## src/rtl/dxe_pkg.sv

```systemverilog
package dxe_pkg;

    typedef enum logic [1:0] {
        ST_IDLE = 2'd0,
        ST_WAIT = 2'd1,
        ST_RD   = 2'd2,
        ST_WR   = 2'd3
    } xfer_state_e;

    typedef struct packed {
        logic [2:0] rd_wl;
        logic [2:0] wr_wl;
        logic       rd_inc;
        logic       wr_inc;
        logic       pace_en;
        logic [7:0] burst_m1;
    } chan_mode_t;

    localparam logic [2:0] SEL_MODE  = 3'd0;
    localparam logic [2:0] SEL_PORT  = 3'd1;
    localparam logic [2:0] SEL_RADDR = 3'd2;
    localparam logic [2:0] SEL_WADDR = 3'd3;
    localparam logic [2:0] SEL_SIZE  = 3'd4;

endpackage

```

## src/rtl/dxe_cfg_regs.sv

```systemverilog
module dxe_cfg_regs #(
    parameter int ADDR_W = 32,
    parameter int SIZE_W = 24,
    parameter int CFG_W  = 32
) (
    input  logic                clk,
    input  logic                rst_n,
    input  logic                cfg_we,
    input  logic [2:0]          cfg_sel,
    input  logic [CFG_W-1:0]    cfg_wdata,
    output dxe_pkg::chan_mode_t mode,
    output logic [ADDR_W-1:0]   rd_base,
    output logic [ADDR_W-1:0]   wr_base,
    output logic [SIZE_W-1:0]   size_m1
);
    import dxe_pkg::*;

    typedef struct packed {
        chan_mode_t        mode;
        logic [ADDR_W-1:0] rd_base;
        logic [ADDR_W-1:0] wr_base;
        logic [SIZE_W-1:0] size_m1;
    } cfg_t;

    cfg_t r_d, r_q;

    always_comb begin
        r_d = r_q;
        if (cfg_we) begin
            case (cfg_sel)
                SEL_MODE: begin
                    r_d.mode.rd_wl  = cfg_wdata[2:0];
                    r_d.mode.wr_wl  = cfg_wdata[6:4];
                    r_d.mode.rd_inc = cfg_wdata[8];
                    r_d.mode.wr_inc = cfg_wdata[12];
                end
                SEL_PORT: begin
                    r_d.mode.pace_en  = cfg_wdata[1];
                    r_d.mode.burst_m1 = cfg_wdata[11:4];
                end
                SEL_RADDR: r_d.rd_base = cfg_wdata[ADDR_W-1:0];
                SEL_WADDR: r_d.wr_base = cfg_wdata[ADDR_W-1:0];
                SEL_SIZE:  r_d.size_m1 = cfg_wdata[SIZE_W-1:0];
                default: ;
            endcase
        end
    end

    always_ff @(posedge clk or negedge rst_n) begin
        if (!rst_n) r_q <= '0;
        else        r_q <= r_d;
    end

    assign mode    = r_q.mode;
    assign rd_base = r_q.rd_base;
    assign wr_base = r_q.wr_base;
    assign size_m1 = r_q.size_m1;

endmodule

```

## src/rtl/dxe_burst_limit.sv

```systemverilog
module dxe_burst_limit #(
    parameter int ADDR_W     = 32,
    parameter int BUS_BYTES  = 8,
    parameter int BURST_MULT = 4,
    parameter int BURST_W    = 9
) (
    input  logic [7:0]         burst_m1,
    input  logic [ADDR_W-1:0]  rd_base,
    input  logic [ADDR_W-1:0]  wr_base,
    output logic [BURST_W-1:0] limit
);
    localparam int OFS_W  = $clog2(BUS_BYTES);
    localparam int CAP_AL = BUS_BYTES * BURST_MULT;
    localparam int CAP_UN = BUS_BYTES * (BURST_MULT - 1);

    logic               aligned;
    logic [BURST_W-1:0] want;
    logic [BURST_W-1:0] cap;

    always_comb begin
        aligned = (rd_base[OFS_W-1:0] == '0) && (wr_base[OFS_W-1:0] == '0);
        want    = BURST_W'(burst_m1) + BURST_W'(1);
        cap     = aligned ? BURST_W'(CAP_AL) : BURST_W'(CAP_UN);
        limit   = (want < cap) ? want : cap;
    end

endmodule

```

## src/rtl/dxe_beat_calc.sv

```systemverilog
module dxe_beat_calc #(
    parameter int BUS_BYTES = 8,
    parameter int SIZE_W    = 24,
    parameter int BURST_W   = 9,
    parameter int LEN_W     = 4
) (
    input  logic [2:0]         rd_wl,
    input  logic [2:0]         wr_wl,
    input  logic [SIZE_W-1:0]  remain_m1,
    input  logic [BURST_W-1:0] burst_left,
    output logic [LEN_W-1:0]   beat_len
);
    localparam int MAX_WL = $clog2(BUS_BYTES);
    localparam int CW     = SIZE_W + 1;

    function automatic logic [CW-1:0] unit_bytes(input logic [2:0] wl);
        logic [2:0] c;
        c = (int'(wl) > MAX_WL) ? 3'(MAX_WL) : wl;
        return CW'(1) << c;
    endfunction

    logic [CW-1:0] rb, wb, rem, bl, m;

    always_comb begin
        rb  = unit_bytes(rd_wl);
        wb  = unit_bytes(wr_wl);
        rem = {1'b0, remain_m1} + CW'(1);
        bl  = CW'(burst_left);
        m   = (rb < wb) ? rb : wb;
        if (rem < m) m = rem;
        if (bl < m)  m = bl;
        beat_len = LEN_W'(m);
    end

endmodule

```

## src/rtl/dxe_chan_ctrl.sv

```systemverilog
module dxe_chan_ctrl #(
    parameter int ADDR_W    = 32,
    parameter int SIZE_W    = 24,
    parameter int BUS_BYTES = 8,
    parameter int BURST_W   = 9,
    parameter int LEN_W     = 4,
    parameter int DATA_W    = 64
) (
    input  logic                clk,
    input  logic                rst_n,
    input  logic                start,
    input  dxe_pkg::chan_mode_t mode,
    input  logic [ADDR_W-1:0]   rd_base,
    input  logic [ADDR_W-1:0]   wr_base,
    input  logic [SIZE_W-1:0]   size_m1,
    input  logic [BURST_W-1:0]  burst_lim,
    input  logic                periph_req,
    input  logic                mem_gnt,
    input  logic [DATA_W-1:0]   mem_rdata,
    output logic                mem_req,
    output logic                mem_we,
    output logic [ADDR_W-1:0]   mem_addr,
    output logic [LEN_W-1:0]    mem_len,
    output logic [DATA_W-1:0]   mem_wdata,
    output logic                busy,
    output logic                done,
    output logic [SIZE_W-1:0]   remain
);
    import dxe_pkg::*;

    localparam int CW = SIZE_W + 1;

    typedef struct packed {
        xfer_state_e        st;
        logic [ADDR_W-1:0]  ra;
        logic [ADDR_W-1:0]  wa;
        logic [SIZE_W-1:0]  rem;
        logic [BURST_W-1:0] bleft;
        logic [BURST_W-1:0] blim;
        logic [DATA_W-1:0]  hold;
        logic [2:0]         rwl;
        logic [2:0]         wwl;
        logic               rinc;
        logic               winc;
        logic               pace;
        logic               done;
    } ctl_t;

    ctl_t c_d, c_q;
    logic [LEN_W-1:0] beat_len;
    logic             last_beat;

    dxe_beat_calc #(
        .BUS_BYTES (BUS_BYTES),
        .SIZE_W    (SIZE_W),
        .BURST_W   (BURST_W),
        .LEN_W     (LEN_W)
    ) u_beat (
        .rd_wl      (c_q.rwl),
        .wr_wl      (c_q.wwl),
        .remain_m1  (c_q.rem),
        .burst_left (c_q.bleft),
        .beat_len   (beat_len)
    );

    assign last_beat = (({1'b0, c_q.rem} + CW'(1)) == CW'(beat_len));

    always_comb begin
        c_d      = c_q;
        c_d.done = 1'b0;
        case (c_q.st)
            ST_IDLE: begin
                if (start) begin
                    c_d.ra    = rd_base;
                    c_d.wa    = wr_base;
                    c_d.rem   = size_m1;
                    c_d.blim  = burst_lim;
                    c_d.bleft = burst_lim;
                    c_d.rwl   = mode.rd_wl;
                    c_d.wwl   = mode.wr_wl;
                    c_d.rinc  = mode.rd_inc;
                    c_d.winc  = mode.wr_inc;
                    c_d.pace  = mode.pace_en;
                    c_d.st    = mode.pace_en ? ST_WAIT : ST_RD;
                end
            end
            ST_WAIT: begin
                if (periph_req) c_d.st = ST_RD;
            end
            ST_RD: begin
                if (mem_gnt) begin
                    c_d.hold = mem_rdata;
                    if (c_q.rinc) c_d.ra = c_q.ra + ADDR_W'(beat_len);
                    c_d.st = ST_WR;
                end
            end
            ST_WR: begin
                if (mem_gnt) begin
                    if (c_q.winc) c_d.wa = c_q.wa + ADDR_W'(beat_len);
                    c_d.rem = c_q.rem - SIZE_W'(beat_len);
                    if (last_beat) begin
                        c_d.st   = ST_IDLE;
                        c_d.done = 1'b1;
                    end else if (c_q.bleft == BURST_W'(beat_len)) begin
                        c_d.bleft = c_q.blim;
                        c_d.st    = c_q.pace ? ST_WAIT : ST_RD;
                    end else begin
                        c_d.bleft = c_q.bleft - BURST_W'(beat_len);
                        c_d.st    = ST_RD;
                    end
                end
            end
            default: c_d.st = ST_IDLE;
        endcase
    end

    always_ff @(posedge clk or negedge rst_n) begin
        if (!rst_n) begin
            c_q     <= '0;
            c_q.rem <= '1;
        end else begin
            c_q <= c_d;
        end
    end

    assign mem_req   = (c_q.st == ST_RD) || (c_q.st == ST_WR);
    assign mem_we    = (c_q.st == ST_WR);
    assign mem_addr  = (c_q.st == ST_WR) ? c_q.wa : c_q.ra;
    assign mem_len   = beat_len;
    assign mem_wdata = c_q.hold;
    assign busy      = (c_q.st != ST_IDLE);
    assign done      = c_q.done;
    assign remain    = c_q.rem;


    req_hold_chk: assert property (@(posedge clk) disable iff (!rst_n)
        (mem_req && !mem_gnt) |=> (mem_req && $stable(mem_we) && $stable(mem_addr) && $stable(mem_len)));


    done_pulse_chk: assert property (@(posedge clk) disable iff (!rst_n)
        done |=> !done);


    done_ones_chk: assert property (@(posedge clk) disable iff (!rst_n)
        done |-> (&remain && !busy));


    rem_stable_chk: assert property (@(posedge clk) disable iff (!rst_n)
        (busy && !(mem_req && mem_we && mem_gnt)) |=> $stable(remain));


    pace_hold_chk: assert property (@(posedge clk) disable iff (!rst_n)
        (c_q.st == ST_WAIT && !periph_req) |=> !mem_req);


    len_range_chk: assert property (@(posedge clk) disable iff (!rst_n)
        mem_req |-> (mem_len != '0 && int'(mem_len) <= BUS_BYTES));

endmodule

```

## src/rtl/dma_xfer_engine.sv

```systemverilog
module dma_xfer_engine #(
    parameter int ADDR_W     = 32,
    parameter int SIZE_W     = 24,
    parameter int CFG_W      = 32,
    parameter int BUS_BYTES  = 8,
    parameter int BURST_MULT = 4,
    localparam int DATA_W    = 8 * BUS_BYTES,
    localparam int LEN_W     = $clog2(BUS_BYTES) + 1
) (
    input  logic              clk,
    input  logic              rst_n,
    input  logic              cfg_we,
    input  logic [2:0]        cfg_sel,
    input  logic [CFG_W-1:0]  cfg_wdata,
    input  logic              start,
    output logic              mem_req,
    output logic              mem_we,
    output logic [ADDR_W-1:0] mem_addr,
    output logic [LEN_W-1:0]  mem_len,
    output logic [DATA_W-1:0] mem_wdata,
    input  logic [DATA_W-1:0] mem_rdata,
    input  logic              mem_gnt,
    input  logic              periph_req,
    output logic              busy,
    output logic              done,
    output logic [SIZE_W-1:0] remain
);
    localparam int BURST_CAP = BUS_BYTES * BURST_MULT;
    localparam int BURST_W   = $clog2(((BURST_CAP > 256) ? BURST_CAP : 256) + 1);

    dxe_pkg::chan_mode_t mode;
    logic [ADDR_W-1:0]   rd_base, wr_base;
    logic [SIZE_W-1:0]   size_m1;
    logic [BURST_W-1:0]  burst_lim;

    dxe_cfg_regs #(
        .ADDR_W (ADDR_W),
        .SIZE_W (SIZE_W),
        .CFG_W  (CFG_W)
    ) u_regs (
        .clk       (clk),
        .rst_n     (rst_n),
        .cfg_we    (cfg_we),
        .cfg_sel   (cfg_sel),
        .cfg_wdata (cfg_wdata),
        .mode      (mode),
        .rd_base   (rd_base),
        .wr_base   (wr_base),
        .size_m1   (size_m1)
    );

    dxe_burst_limit #(
        .ADDR_W     (ADDR_W),
        .BUS_BYTES  (BUS_BYTES),
        .BURST_MULT (BURST_MULT),
        .BURST_W    (BURST_W)
    ) u_blim (
        .burst_m1 (mode.burst_m1),
        .rd_base  (rd_base),
        .wr_base  (wr_base),
        .limit    (burst_lim)
    );

    dxe_chan_ctrl #(
        .ADDR_W    (ADDR_W),
        .SIZE_W    (SIZE_W),
        .BUS_BYTES (BUS_BYTES),
        .BURST_W   (BURST_W),
        .LEN_W     (LEN_W),
        .DATA_W    (DATA_W)
    ) u_ctrl (
        .clk        (clk),
        .rst_n      (rst_n),
        .start      (start),
        .mode       (mode),
        .rd_base    (rd_base),
        .wr_base    (wr_base),
        .size_m1    (size_m1),
        .burst_lim  (burst_lim),
        .periph_req (periph_req),
        .mem_gnt    (mem_gnt),
        .mem_rdata  (mem_rdata),
        .mem_req    (mem_req),
        .mem_we     (mem_we),
        .mem_addr   (mem_addr),
        .mem_len    (mem_len),
        .mem_wdata  (mem_wdata),
        .busy       (busy),
        .done       (done),
        .remain     (remain)
    );

endmodule

```

## config.mk

```make
export PLATFORM = sky130hd
export DESIGN_NAME = dma_xfer_engine
export DESIGN_NICKNAME = d
export VERILOG_FILES = /design/src/rtl/dxe_pkg.sv /design/src/rtl/dxe_cfg_regs.sv /design/src/rtl/dxe_burst_limit.sv /design/src/rtl/dxe_beat_calc.sv /design/src/rtl/dxe_chan_ctrl.sv /design/src/rtl/dma_xfer_engine.sv
export SDC_FILE = /design/constraint.sdc
export NUM_CORES = 1
export LEC_CHECK = 0
export BUFFER_PORTS_ARGS = -buffer_cell sky130_fd_sc_hd__buf_4
export CORE_MARGIN = 2
export CORE_UTILIZATION = 35
export DETAILED_ROUTE_END_ITERATION = 10
export GPL_TIMING_DRIVEN = 1
export PLACE_DENSITY = 0.63
export SETUP_SLACK_MARGIN = 0.15
export SLEW_MARGIN = 10
export SYNTH_ARGS = -nofsm -noshare
export SYNTH_HDL_FRONTEND = slang
export SYNTH_HIERARCHICAL = 1
export SYNTH_SLANG_ARGS = --single-unit
```

## constraint.sdc

```tcl
create_clock -name clk -period 24.5 [get_ports clk]
set_clock_uncertainty 0.2 [all_clocks]
set_input_delay 2.45 -clock clk [delete_from_list [all_inputs] [get_ports clk]]
set_output_delay 2.45 -clock clk [all_outputs]
set_load 0.02 [all_outputs]
```

[Word level (Yosys, flattened, before mapping)]
Index checks and enable logic that the tools add are counted.
Word-level totals
  ROM bits: 0
  logic and storage cells: 100
  bits in writable memories: 0
  bits in latches: 0
  register bits: 287
  memories kept: 0
Operators by class
  shift operators: 2
  divide/modulo/power cells: 0
  multiply operators: 0
  mux-type cells: 27
  magnitude comparators: 6
  reductions and logical operators: 21
  equal/unequal tests: 16
  bitwise logic cells: 0
  add/sub/neg operators: 6
Operators by type and width (number)
  $pmux 65 s2: 1
  $mux 108: 1
  $mux 32: 3
  $mux 65: 1
  $add 32x4->32: 2
  $pmux 32 s2: 1
  $lt 25x25->1: 2
  $mux 25: 2
  $shl 1x3->25 const A: 2
  $mux 34: 1
  $mux 9: 3
  $add 24x1->25 const B: 1
  $eq 25x4->1: 1
  $lt 9x25->1: 1
  $sub 24x4->24: 1
  $reduce_and 4->1: 4
  $reduce_and 2->1: 7
  $mux 2: 6
  $add 8x1->9 const B: 1
  $eq 9x4->1: 1
  $logic_not 3->1: 3
  $lt 9x9->1: 1
  $sub 9x4->9: 1
  $ne 2x2->1 const B: 4
  other kinds (17): 27

[Longest topological paths before layout]
Gate-level depths: netlist of run 1.
  depth in word-level cells: 14
  mapped depth: 37
  gate-level depth less buffers: 36

[Hierarchy]
Netlist of run 1, hierarchy kept.
By module, submodules not included
  dxe_chan_ctrl: times used 1, cells each 1282, sequential area each 4584.4 um^2, area an instance 11292.1 um^2
  dxe_cfg_regs: times used 1, cells each 226, sequential area each 2627.5 um^2, area an instance 3982.6 um^2
  dxe_beat_calc: times used 1, cells each 183, sequential area each 0.0 um^2, area an instance 1370.1 um^2
  dxe_burst_limit: times used 1, cells each 49, sequential area each 0.0 um^2, area an instance 379.1 um^2

[Worst setup path before layout of run 1]
OpenSTA, ideal clock, no wires.
  path type: flip-flop to output port
  start: reg u_ctrl/c_q[9] in the netlist's numbering
  end: out mem_len[1]
  data arrival time: 5925 ps
  data required time: 21850 ps
  setup slack: 15925 ps
  stages on the path, launching flop included: 25
  path through: dfrtp_1 -> nor3_1 -> ha_1 -> a21o_1 -> o21ai_0 -> a21oi_1 -> nor3_4 -> mux2_2 -> ha_1 -> a21oi_1 -> o22ai_1 -> a211oi_1 -> nand3_1 -> nor3b_1 -> nand4_1 -> a311oi_4 -> mux2_2 -> ha_1 -> a21o_1 -> a21o_1 -> a21oi_1 -> o21ai_0 -> nor2_1 -> a31oi_4 -> mux2i_1
On the way
  word-level cells in the longest chain between the ends: 9
RTL lines
  from (decl): line dxe_chan_ctrl.sv:49  | ctl_t c_d, c_q;
  $gt 3x2->1: line dxe_beat_calc.sv:18  | c = (int'(wl) > MAX_WL) ? 3'(MAX_WL) : wl;
  $mux 3 (*): line dxe_beat_calc.sv:18
  $shl 1x3->25 (*): line dxe_beat_calc.sv:19  | return CW'(1) << c;
  $lt 25x25->1: line dxe_beat_calc.sv:29  | m = (rb < wb) ? rb : wb;
  $mux 25 (*): line dxe_beat_calc.sv:29
  $lt 25x25->1: line dxe_beat_calc.sv:30  | if (rem < m) m = rem;
  $mux 25 (*): line dxe_beat_calc.sv:30
  $lt 9x25->1: line dxe_beat_calc.sv:31  | if (bl < m) m = bl;
  $mux 4 (*): line dxe_beat_calc.sv:31
  to (decl): line dma_xfer_engine.sv:19  | output logic [LEN_W-1:0] mem_len,
Every way passes the cells marked *; elsewhere a longest branch is shown, timed or not.

[Worst setup path in the final report of run 1]
  start: reg u_ctrl/c_q[8] in the netlist's numbering
  end: out mem_len[3]
Same word-level chain as after synthesis.

==> run summary, run 1 <==
The run finished with clean final reports. The clock group share of total power is 20.4%, and the worst-case reg-to-reg path depth is 34. TritonCTS buffer count: 34.

The run gives 0 as the total count of hold-check failures in the final report. The post-synthesis sequential area ratio was 42.4%. For this run, the total global-route usage over all layers was measured as 19.7%. The worst hold path belongs to the class flip-flop to flip-flop.

Clock root buffer master: sky130_fd_sc_hd__clkbuf_16. The H-tree was split into 2 levels. Port buffering added 232 buffers. In the synthesized netlist, the cells that appear most often are 263 x sky130_fd_sc_hd__dfrtp_1, 192 x sky130_fd_sc_hd__nand2_1, 144 x sky130_fd_sc_hd__mux2_2. The multi-input combinational cells in the finished layout cover a total of 0.00865 sq mm.

The run gives 0.00721 sq mm as the area of all sequential standard cells. The number of hold buffers added after CTS was 0. The completed layout was analyzed and its total power is 2.56 mW. After layout, the worst path uses 40.5% of the clock period. Of all nets on the critical path, the largest fanout is 7. The clock sink total is 287.

The first TritonRoute pass finished after 5 iterations. The clock edge transition at the registers on the reported setup and hold paths was 60 ps. The biggest area contributor in the post-synthesis netlist is sky130_fd_sc_hd__dfrtp_1.

The logs give 540 ps for the clock latency reported for the late side of the worst-skew pair and 33.7% for the part of the total power dissipated in sequential elements. The post-synthesis area per instance is 9.78 sq um. Power spread over the standard cell area amounts to 129 mW/mm^2. Per report_power, the combinational group accounts for 45.9% of the total. The die is 225 um tall. In the final layout, the share of cells above drive strength 1 is 28.7%.

The worst setup path is launched from a flip-flop. TritonCTS built the clock tree. In this run the number of cells on the critical path is 26.

For this design the total switching power over the nets is 1.09 mW. The count of buffers added by post-CTS timing repair for setup was 0. Broken down by cell family, the worst path's largest delay share belongs to compound AO/OA/AOI/OAI gates. The tools report the number of distinct library cells after synthesis as 104. The logs give 1127 for the violation count after the first detailed-routing iteration and 35.8 mm for the final HPWL from detailed placement.

The run gives 0.0170 sq mm as the cell area after synthesis. The number of instances in the synthesized netlist was 1740. The largest stage delay on the critical path was 670 ps. The internal power of the cells totals 1.47 mW. The die is 225 um wide. Synthesis inferred 287 register bits.

The reported leakage power came out at 8.49 nW. In the synthesized netlist the dominant register cell turns out to be sky130_fd_sc_hd__dfrtp_1. Setup violations remaining at the end of the flow were counted as 0.

The tools report the final estimated routing congestion in global placement as 0.846. The Yosys step of the flow raised 6 warnings. The worst hold path was traced through 2 stages.

The slowest stage of the critical path is the sky130_fd_sc_hd__mux2i_1 cell. The tools report the number of buffers on the longest clock path as 3. For the pin with the worst max-slew slack, the measured transition is 1070 ps.

The floorplan has 80 rows. STA classifies the critical path endpoint as an output pin. Summed over all layers, the routed wires come to 50.4 mm. For the global-route wire length before repair, the log shows 78.5 mm. The critical path contains buffers and inverters numbering 2 combined. The most repeated cell in the gate-level netlist after synthesis is sky130_fd_sc_hd__dfrtp_1. For the required time reported for the critical path endpoint, the log shows 21850 ps.

In the routed design, unresolved DRC markers number 0. Across the run, the number of max-cap violations was 0. The full die area was 0.0504 sq mm; the number of global-route vias before repair was 13700.

The net switching fraction of the power is 42.5%, and the total congestion overflow after global routing is 0. Data on the critical path arrives at its endpoint at 7270 ps. The vias per cell came out at 5.59. The top cell type by area accounts for 38.7% of the synthesized area.

The total negative slack was 0 ps. Final-report max-slew violation count: 0. The core area was 0.0478 sq mm. For this run, asynchronously set or reset flops after synthesis account for 100%. The total number of nets in the final design is 2006. The number of antenna violations at the first check in global routing came out at 0. In this run, synthesis inferred 0 flip-flops with an integrated enable. Path type of the worst setup path: flip-flop to output pin. The logs give 35.6% for the initial cell density of the core and 0.0769 mV for the largest vdd supply drop. During I/O placement, the number of pins put on the boundary was 233. Static timing analysis puts the maximum clock frequency at 101 MHz. The final-layout fill cell count was 4699. For the quantity of gates resized following cts, the log shows 0. The tools report the vias after detailed routing as 14000. After detailed routing, the average wire length per cell comes to 20.2 um. The relative area change from synthesis to final layout works out to 16.6%.

Measured against its own limit, the worst slew margin works out to 28.6%. Sorting the synthesized cells by area gives the leading types as sky130_fd_sc_hd__dfrtp_1 39%, sky130_fd_sc_hd__mux2_2 9.5%, sky130_fd_sc_hd__nand2_1 4.2%, sky130_fd_sc_hd__buf_4 4.1%, sky130_fd_sc_hd__a21oi_1 4.1%. Clock period minus final worst setup slack: 9920 ps. Setup repair after global routing left no endpoint under its margin.

In this run the remaining antenna-violating nets after routing total 0. For the maximum number of pins on one net before global-route repair, the log shows 98.
[cell families after synthesis]
group | count (synthesis) | share of synthesized area, %
AO/OA/AOI/OAI | 441 | 16.2
XOR/XNOR | 30 | 1.54
adder cells (fa/ha/maj) | 45 | 3.48
buffers and inverters | 227 | 7.55
flip-flops | 287 | 42.4
multiplexers | 197 | 13.1
other | 3 | 0.0661
AND/OR/NAND/NOR | 510 | 15.7
[sequential cells by signal, summed over array words and instances (netlist names)]
register and count:
u_ctrl/c_q 93, u_ctrl/mem_wdata 64, u_regs/rd_base 32, u_regs/wr_base 32
u_ctrl/remain 24, u_regs/size_m1 24, u_regs/mode 17, u_ctrl/done 1
[layout by cell type (no fill, tap or decap), types with 10 or more instances in the layout]
cell                          n
sky130_fd_sc_hd__a21o_1      14
sky130_fd_sc_hd__a21oi_1    137
sky130_fd_sc_hd__a22oi_1     15
sky130_fd_sc_hd__a31oi_1     17
sky130_fd_sc_hd__a32oi_1     10
sky130_fd_sc_hd__and3_1      19
sky130_fd_sc_hd__buf_4      251
sky130_fd_sc_hd__clkbuf_16   34
sky130_fd_sc_hd__conb_1      16
sky130_fd_sc_hd__dfrtp_1    263
sky130_fd_sc_hd__dfstp_2     24
sky130_fd_sc_hd__ha_1        40
sky130_fd_sc_hd__inv_1       39
sky130_fd_sc_hd__mux2_1      33
sky130_fd_sc_hd__mux2_2     144
sky130_fd_sc_hd__mux2i_1     12
sky130_fd_sc_hd__nand2_1    190
sky130_fd_sc_hd__nand3_1     46
sky130_fd_sc_hd__nand4_1     19
sky130_fd_sc_hd__nor2_1      85
sky130_fd_sc_hd__nor2b_1     15
sky130_fd_sc_hd__nor3_1      39
sky130_fd_sc_hd__nor4_1      14
sky130_fd_sc_hd__o21a_1      15
sky130_fd_sc_hd__o21ai_0    107
sky130_fd_sc_hd__o21ai_1     35
sky130_fd_sc_hd__o22ai_1     10
sky130_fd_sc_hd__xnor2_1     21
[final timing paths]
path,from,end,slack (ps)
max,u_ctrl/c_q[8],mem_len[3],14580
min,u_regs/mode[15],u_ctrl/c_q[8],270
max reg2reg,u_ctrl/c_q[8],u_ctrl/c_q[89],15370
min reg2reg,u_regs/mode[15],u_ctrl/c_q[8],270
max in group asynchronous,rst_n,u_regs/mode[5],20970
min in group asynchronous,rst_n,u_ctrl/mem_wdata[8],1740
[power groups by stage]
stage / Sequential (mW) / Clock [mW] / Combinational (mW)
detailed placement: 0.863 / 0 / 1.16
finish: 0.862 / 0.523 / 1.17
global route: 0.889 / 0.557 / 1.28
floorplan: 0.775 / 0 / 0.920
global placement: 0.853 / 0 / 1.15
CTS: 0.858 / 0.537 / 1.17
[worst reg2reg max path, delay by kind of cell (launching register included)]
| family | cells | cell delay, ps |
|---|---|---|
| and+or+nand+nor | 9 | 2520 |
| buffers and inverters | 2 | 300 |
| AOI/OAI and AO/OA | 14 | 2300 |
| adders and majority gates | 4 | 1230 |
| muxes | 5 | 2000 |
| DFF | 1 | 460 |
[layer usage]
layer	wire length (um)	up-vias	track usage, %
met2	23300	549	31.4
met4	1300	0	6.26
met5	0	-	0
met1	22300	6900	27.1
met3	3550	72	3.75
li1	-	6433	-
[area by class of cell]
type | instances | share of cell area, %
diodes | 1 | 0.0126
clock buffers | 48 | 4.90
clock inverters | 13 | 0.901
inverters | 43 | 0.813
multi-input cells | 1239 | 43.6
flip-flops and latches | 287 | 36.3
well taps | 615 | 3.88
repair buffers | 252 | 9.57
[through the flow]
stage                     hold slack (ps)  std cells  worst slack [ps]  area (sq um)  utilization (%)
after floorplan                       235       1753             15920         17100                -
after global placement                249       2436             15360         18700             39.1
after detailed placement              256       2436             15160         18700             39.1
after CTS                             272       2497             14590         19800             41.5
after global routing                  281       2497             13960         19800             41.5
final                                 273       2498             14580         19900             41.5
(Power assumes the default switching activity.)
==> run 2, diff against run 1 <==
- ABC_AREA: unset -> 1
- clock period: 24.5 -> 9.6 ns (I/O delays scaled with it)
==> run 2 against run 1 <==
- utilization decreased by 0.45 points
- combinational power grew to 3.3 times the previous value
- die area is 5.8% higher
- global-route usage is 1.4 points higher
- first-iteration DRC count is 60% higher
- worst setup slack got worse by 12000 ps
- count of clock-buffer cells in the layout rose by 3
- via count increased by 20%
- sequential power increased to 2.6 times the previous value
- hold slack worse by 38 ps
- synthesized cell count up 38%
==> run summary, run 2 <==
The flow ran to the end, and the final reports show no timing, DRC or antenna violations. The worst setup path is captured at a flip-flop. The overall power consumption was 7.43 mW (+190%); the fraction of final layout cells sized beyond drive strength 1 was 18.1% (-11 points). In this run the critical register-to-register path is launched from u_ctrl/c_q[6]. The standard-cell row count was 83 (+3.8%); the clock latency reported for the late side of the worst-skew pair was 560 ps (+20 ps).

The maximum number of pins on one net before global-route repair is 104 (+6.1%), and the post-synthesis sequential area ratio is 40.0% (-2.4 points). Total negative slack: 0 ps (unchanged). Ranked by instance count, the synthesized netlist is headed by 715 x sky130_fd_sc_hd__nand2_1, 263 x sky130_fd_sc_hd__dfrtp_1, 216 x sky130_fd_sc_hd__inv_1. Clock edge transition at the registers on the reported setup and hold paths: 60 ps (about the same).

The cell that appears most often on the critical path is sky130_fd_sc_hd__nand2_1. The share of cell area taken by muxes after synthesis was 4.00% (-9.1 points); the multi-input logic area was 0.00900 sq mm (+4.0%). The area fraction in compound gates after synthesis works out to 11.0% (-5.2 points). The tools report the number of antenna violations at the first check in global routing as 0 (unchanged). The run gives 89.4 mm (+14%) as the global-route wire length before repair. The logs give 2190 ps (-13180 ps) for the setup slack of the worst register-to-register path and 9840 ps (-12010 ps) for the required time reported for the critical path endpoint. The worst register-to-register path ends at u_ctrl/c_q[146].

The library cell used most frequently in the layout, excluding fill and tap cells, is sky130_fd_sc_hd__nand2_1. The tools report the clock root buffer master as sky130_fd_sc_hd__clkbuf_16. The worst setup path is launched from a flip-flop. The vias after detailed routing is 16700 (+20%), and the number of enable flip-flop cells after synthesis is 0 (unchanged). The full die area came out at 0.0534 sq mm (+5.8%). The max-slew headroom at the worst pin was 16.4% (-12 points); the all-layer global routing usage was 21.1% (+1.4 points).

Total congestion overflow after global routing: 0 (unchanged). The violation count after the first detailed-routing iteration is 1802 (+60%). The area of all sequential standard cells came out at 0.00721 sq mm (unchanged). The final estimated routing congestion in global placement came out at 0.939 (+11%). The run gives 35.3% (-0.28 points) as the initial cell density of the core.

Leaving out fill and tap cells, the most frequent cells in the layout are 713 x sky130_fd_sc_hd__nand2_1, 263 x sky130_fd_sc_hd__dfrtp_1, 249 x sky130_fd_sc_hd__buf_4, 215 x sky130_fd_sc_hd__inv_1, 182 x sky130_fd_sc_hd__nand3_1. The parity-gate share of the synthesized area counting xor and xnor cells came out at 2.28% (+0.74 points). The cell family contributing the most delay on the critical path is simple AND/OR/NAND/NOR gates. The area share of and/or/nand/nor cells after synthesis came out at 29.0% (+13 points).

The area growth from synthesis to layout is 16.2%. Clock sink total: 287 (unchanged). The number of flip-flops under the largest register name is 93 (unchanged), and the reported leakage power is 10.2 nW (+20%). The max-cap violation count is 0 (unchanged), and the power density normalized to cell area is 354 mW/mm^2 (+170%).

The async set-or-reset flop fraction in the synthesized netlist was 100% (unchanged). The tools report the final HPWL from detailed placement as 41.3 mm (+16%). The total count of hold-check failures in the final report was 0 (unchanged); the top-area cell type share of the netlist area was 36.5% (-2.2 points).

The logs give 0.0210 sq mm (+5.6%) for the area of all placed cells without fillers and 0 (unchanged) for the number of buffers inserted by hold repair at cts. The logs give 15900 (+16%) for the number of global-route vias before repair and 2400 (+38%) for the number of instances in the synthesized netlist. The number of storage elements in the synthesis netlist was 287 (unchanged). The final worst setup slack is 2190 ps (-12390 ps).

Remaining antenna violation count after routing: 0 (unchanged). The overall die width is 231 um (+2.9%), and the data arrival time at the worst-slack endpoint is 7650 ps (+380 ps). The detailed-router iteration count before antenna repair came out at 5 (unchanged). The post-synthesis area per instance came out at 7.52 sq um (-23%).

By area the synthesized netlist is led by sky130_fd_sc_hd__dfrtp_1 36%, sky130_fd_sc_hd__nand2_1 15%, sky130_fd_sc_hd__nand3_1 5.0%, sky130_fd_sc_hd__inv_1 4.5%, sky130_fd_sc_hd__mux2_2 4.0%. The total number of H-tree levels came out at 2 (unchanged). By area, the combinational part of the netlist is dominated by simple AND/OR/NAND/NOR gates. The cell area after synthesis came out at 0.0180 sq mm (+6.0%). Quantity of I/O buffers inserted on ports: 232 (unchanged). The tightest min-delay check is of the primary input to async pin type. The final setup violation count came out at 0 (unchanged). Static timing analysis puts the maximum clock frequency at 135 MHz. The number of buffer and inverter instances along the worst setup path was 3 (+1). The DRC violation count after routing was 0 (unchanged); the final-report max-slew violation count was 0 (unchanged).

The logs give 2240 ps (-12910 ps) for the worst slack after detailed placement and 233 (unchanged) for the number of placed I/O pins. The tools report the total number of nets in the final design as 2672 (+33%). The run gives 35 (+2.9%) as the TritonCTS buffer count. The number of antenna diodes is 0 (-1). The setup path with the least slack is of type flip-flop to flip-flop. After layout, the minimum clock period comes to 7410 ps. The worst-case reg-to-reg path depth was 40 (+18%); the largest fanout on the critical path was 11 (+4). The standard cell area after detailed placement is 0.0198 sq mm (+5.8%). sky130_fd_sc_hd__nand2_1 is the most common cell in the netlist. The routed wire length per instance works out to 17.7 um (-12%). The standard cell with the maximum stage delay on the critical path was sky130_fd_sc_hd__nor2_1. The vias per cell came out at 5.18 (-7.2%). In the synthesized netlist the dominant register cell turns out to be sky130_fd_sc_hd__dfrtp_1. The run gives 0.0511 sq mm (+6.8%) as the core area. The y dimension of the die was 231 um (+2.9%). The total number of yosys warnings is 6 (unchanged). The worst-margin pin slew came out at 1250 ps (+185 ps).

The cell type with the highest aggregate area in the netlist is sky130_fd_sc_hd__dfrtp_1. Routed wire length: 57.2 mm (+14%). Register with the highest flop count: u_ctrl/c_q. Count of buffers added by post-CTS timing repair for setup: 0 (unchanged).

The number of buffers on the longest clock path is 3 (unchanged). Setup repair after global routing left no endpoint under its margin. Of the available clock period, the critical path in the final layout requires 77.1%. The largest vdd supply drop is 0.188 mV (+140%). TritonCTS built the clock tree.

The number of distinct library cells after synthesis is 58 (-44%). Largest stage delay on the critical path: 590 ps (-80 ps). The adder-cell area share of the yosys netlist works out to 3.22% (-0.26 points). The quantity of gates resized following cts was 0 (unchanged); the final-layout fill cell count was 5268 (+12%).
-- run 2: area by class of cell --
| class | count | share of cell area [%] |
|---|---|---|
| Clock buffer | 51 | 4.75 |
| Clock inverter | 12 | 0.877 |
| Inverter | 223 | 3.99 |
| Multi-Input combinational cell | 1726 | 42.9 |
| Sequential cell | 287 | 34.4 |
| Tap cell | 680 | 4.06 |
| Timing Repair Buffer | 250 | 8.99 |
-- run 2: metrics by stage --
step | instances | utilization [%] | hold slack (ps)
finish | 3229 | 41.0 | 235
global route | 3229 | 41.0 | 279
CTS | 3229 | 41.0 | 269
detailed placement | 3166 | 38.7 | 255
global placement | 3166 | 38.7 | 249
floorplan | 2413 | - | 237
-- run 2: worst max path at each step --
stage,cells after the start,slack [ps],startpoint,endpoint
2_1_floorplan,39,2730,u_ctrl/c_q[6],u_ctrl/c_q[138]
3_3_place_gp,40,2380,u_ctrl/c_q[4],u_ctrl/c_q[146]
3_5_place_dp,40,2240,u_ctrl/c_q[4],u_ctrl/c_q[146]
4_1_cts,40,2170,u_ctrl/c_q[4],u_ctrl/c_q[146]
5_1_grt,42,1380,u_ctrl/c_q[4],u_ctrl/c_q[146]
6_report,40,2190,u_ctrl/c_q[6],u_ctrl/c_q[146]
-- run 2: cells by family after synthesis --
group,Yosys count
AO/OA/AOI/OAI,343
other,3
AND/OR/NAND/NOR,1212
flip-flops,287
buffers and inverters,400
multiplexers,64
XOR/XNOR,47
adder cells (fa/ha/maj),44
-- run 2: report_power, final --
group / switching [mW] / internal, mW / total (mW)
clock network: 0.549 / 0.812 / 1.36
registers: 0.546 / 1.71 / 2.25
logic: 2.41 / 1.40 / 3.81
total: 3.51 / 3.92 / 7.43
-- run 2: routing by layer --
metal	global-route usage, %	wire length [um]	up-vias
met5	0	0	-
met4	5.60	1290	0
met3	4.23	4780	86
met2	32.7	25400	728
met1	29.9	25700	7943
li1	-	-	7977
==> run 3, diff against run 2 <==
- PLACE_DENSITY: 0.63 -> 0.65
- clock period: 9.6 -> 6.04 ns (I/O delays scaled with it)
==> run 3 against run 2 <==
- sequential share of layout area down 3.8 points
- utilization up 5.1 points
- clock power is 59% higher
- via count is 4.8% higher
- final cell count rose by 5.7%
- non-clock buffer count grew 181
- worst setup slack worse by 2200 ps
- critical endpoint unchanged
- largest cell class unchanged
- highest routed layer unchanged
==> run summary, run 3 (synthesized netlist as in run 2, its figures left out) <==
The quantity of I/O buffers inserted on ports works out to 232 (unchanged). Achievable frequency: 166 MHz (+23%). The run gives 6250 ps (-1400 ps) as the data arrival time at the worst-slack endpoint. The run gives 129 (+24%) as the maximum number of pins on one net before global-route repair. The run finished with clean final reports. Total number of H-tree levels: 2 (unchanged).

The y dimension of the die is 231 um (unchanged), and the total count of hold-check failures in the final report is 0 (unchanged). The logs give 33.6% (+17 points) for the max-slew headroom at the worst pin and 16900 (+6.9%) for the number of global-route vias before repair. The standard-cell row count is 83 (unchanged).

The worst setup path is captured at a flip-flop. The detailed-router iteration count before antenna repair was 7 (+2); the final-layout fill cell count was 5053 (-4.1%). For the final HPWL from detailed placement, the log shows 43.6 mm (+5.5%). The overall die width was 231 um (unchanged). Required time reported for the critical path endpoint: 6270 ps (-3570 ps). In this design, the critical path's most frequently occurring cell is sky130_fd_sc_hd__buf_4. Reported leakage power: 11.3 nW (+11%). The clock sink total was 287 (unchanged); the number of placed cells counting well taps was 3294 (+4.0%).

The utilization of the core after routing is 46.1% (+5.1 points), and the met2 demand-to-capacity share in global routing is 34.5% (+1.7 points). The total negative slack was 0 ps (unchanged); the cell-internal power was 7.17 mW (+83%). The worst-margin pin slew came out at 993 ps (-257 ps).

TritonCTS built the clock tree. The number of antenna violations at the first check in global routing is 0 (unchanged). By startpoint and endpoint, the worst setup path is classified as flip-flop to flip-flop. The logs give 0 (unchanged) for the number of antenna diodes and 0 (unchanged) for the final setup violation count. The post-route worst hold slack is 71.3 ps (-164 ps).

The run gives 16.1% (-2.2 points) as the clock group share of total power. The logs give 22.2% (+1.2 points) for the all-layer global routing usage and 0 (unchanged) for the max-cap violation count. STA classifies the critical path startpoint as a flip-flop. Commonest non-fill, non-tap cell in the layout: sky130_fd_sc_hd__nand2_1.

The vias per cell is 5.14 (-0.81%), and the largest vdd supply drop is 0.345 mV (+84%). The tools report the part of the total power dissipated in sequential elements as 25.7% (-4.6 points). Final-report max-slew violation count: 0 (unchanged).

The number of buffers on the longest clock path was 3 (unchanged); the violation count after the first detailed-routing iteration was 1419 (-21%). For the initial cell density of the core, the log shows 35.3% (unchanged). For the met3 usage, the log shows 5.59% (+1.4 points). Ranked by flip-flop count, first place goes to u_ctrl/c_q. The fraction of power consumed by combinational cells was 58.2% (+6.9 points); the clock period minus final worst setup slack was 6020 ps (-1380 ps).

Global-route wire length before repair: 94.1 mm (+5.2%). Most congested layer reported by global routing: met2. Power density normalized to cell area: 569 mW/mm^2 (+61%). Setup repair after global routing could not meet its margin everywhere.

The full die area was 0.0534 sq mm (unchanged); the largest fanout on the critical path was 7 (-4). In the layout the commonest cells are 663 x sky130_fd_sc_hd__nand2_1, 406 x sky130_fd_sc_hd__buf_4, 263 x sky130_fd_sc_hd__dfrtp_1, 196 x sky130_fd_sc_hd__inv_1, 151 x sky130_fd_sc_hd__nand3_1. The standard cell with the maximum stage delay on the critical path is sky130_fd_sc_hd__dfrtp_1. Total congestion overflow after global routing: 0 (unchanged). The number of flip-flops under the largest register name came out at 93 (unchanged).

Worst min-delay path class: primary input to flip-flop. The run gives 61.1 mm (+6.8%) as the routed wire length. The final clock period utilization by the worst path was 99.7% (+23 points); the core area was 0.0511 sq mm (unchanged).

Net switching power: 6.24 mW (+78%). The total number of nets in the final design was 2856 (+6.9%); the DRC violation count after routing was 0 (unchanged). The clock latency reported for the late side of the worst-skew pair is 560 ps (about the same). The remaining antenna violation count after routing came out at 0 (unchanged). Overall power consumption: 13.4 mW (+81%). The final estimated routing congestion in global placement is 0.962 (+2.4%), and the vias after detailed routing is 17500 (+4.8%).

The routed wire length per instance is 17.9 um (+1.1%). The net switching fraction of the power was 46.6% (-0.63 points); the final cell count without fillers was 3413 (+5.7%). The clock edge transition at the registers on the reported setup and hold paths is 60 ps (about the same), and the TritonCTS buffer count is 35 (unchanged).

The largest stage delay on the critical path was 390 ps (-200 ps); the fraction of final layout cells sized beyond drive strength 1 was 30.8% (+13 points). The run gives 30.7% (+0.88 points) as the met1 track demand over resource. The number of placed I/O pins is 233 (unchanged). The cell sitting at the root of the clock tree is a sky130_fd_sc_hd__clkbuf_16. The relative area change from synthesis to final layout is 30.6%.
[run 3: cell count changes in the layout (fill, tap and decap cells not counted), sizes merged, moves of 2 or more]
cell and change:
clkinvlp +2, clkinv +2, buf +180, clkbuf -4, nand3 +3
[run 3: repair_timing]
| action | CTS | global route |
|---|---|---|
| hold endpoints to repair | 81 | 0 |
| pin swaps | 21 | 86 |
| hold buffers | 1 | 0 |
| setup endpoints to repair | 84 | 90 |
| setup buffers | 22 | 30 |
| resized for setup | 45 | 228 |
| cloned | 1 | 2 |
[run 3: worst paths after layout]
kind,start,end,slack [ps],depth (start not counted)
worst max-delay path,u_ctrl/c_q[7],u_ctrl/c_q[146],20,42
worst min-delay path,cfg_wdata[26],u_regs/wr_base[26],70,3
worst max register to register,u_ctrl/c_q[7],u_ctrl/c_q[146],20,42
worst min register to register,u_ctrl/c_q[80],u_ctrl/c_q[80],270,2
max in group asynchronous,rst_n,u_regs/mode[16],3780,3
min in group asynchronous,rst_n,u_regs/wr_base[23],480,2
[run 3: metrics by stage]
| stage | instance area (sq um) | setup WS (ps) |
|---|---|---|
| floorplan | 18200 | 151 |
| global placement | 20900 | -84.3 |
| detailed placement | 20900 | -326 |
| CTS | 22400 | 105 |
| global route | 23600 | -294 |
| finish | 23600 | 18.8 |
[run 3: cell type report]
type | count | area (sq um) | area share (%)
clock buffers | 47 | 1020 | 4.34
clock inverters | 16 | 169 | 0.717
inverters | 223 | 852 | 3.62
multi-input cells | 1729 | 10100 | 42.9
flip-flops and latches | 287 | 7210 | 30.6
well taps | 680 | 851 | 3.61
repair buffers | 431 | 3350 | 14.2
[run 3: power by group through the flow]
| stage | registers (mW) | logic (mW) | clock network, mW |
|---|---|---|---|
| 3_5_place_dp | 3.41 | 6.73 | 0 |
| 5_1_grt | 3.53 | 8.52 | 2.29 |
| 4_1_cts | 3.40 | 6.97 | 2.22 |
| 2_1_floorplan | 3.22 | 4.60 | 0 |
| 6_report | 3.44 | 7.80 | 2.16 |
| 3_3_place_gp | 3.38 | 6.66 | 0 |
[run 3: layer usage]
metal,part of all wire [%],vias up
li1,-,8365
met3,8.3,99
met4,2.4,0
met1,44,8380
met5,0,-
met2,45,700
[run 3: critical path: cells and delay by family, from the launching register on]
kind / cells / cell delay (ps)
flip-flops: 1 / 390
AO/OA/AOI/OAI: 2 / 310
adder cells (fa/ha/maj): 3 / 770
buffers and inverters: 13 / 1510
AND/OR/NAND/NOR: 24 / 2690
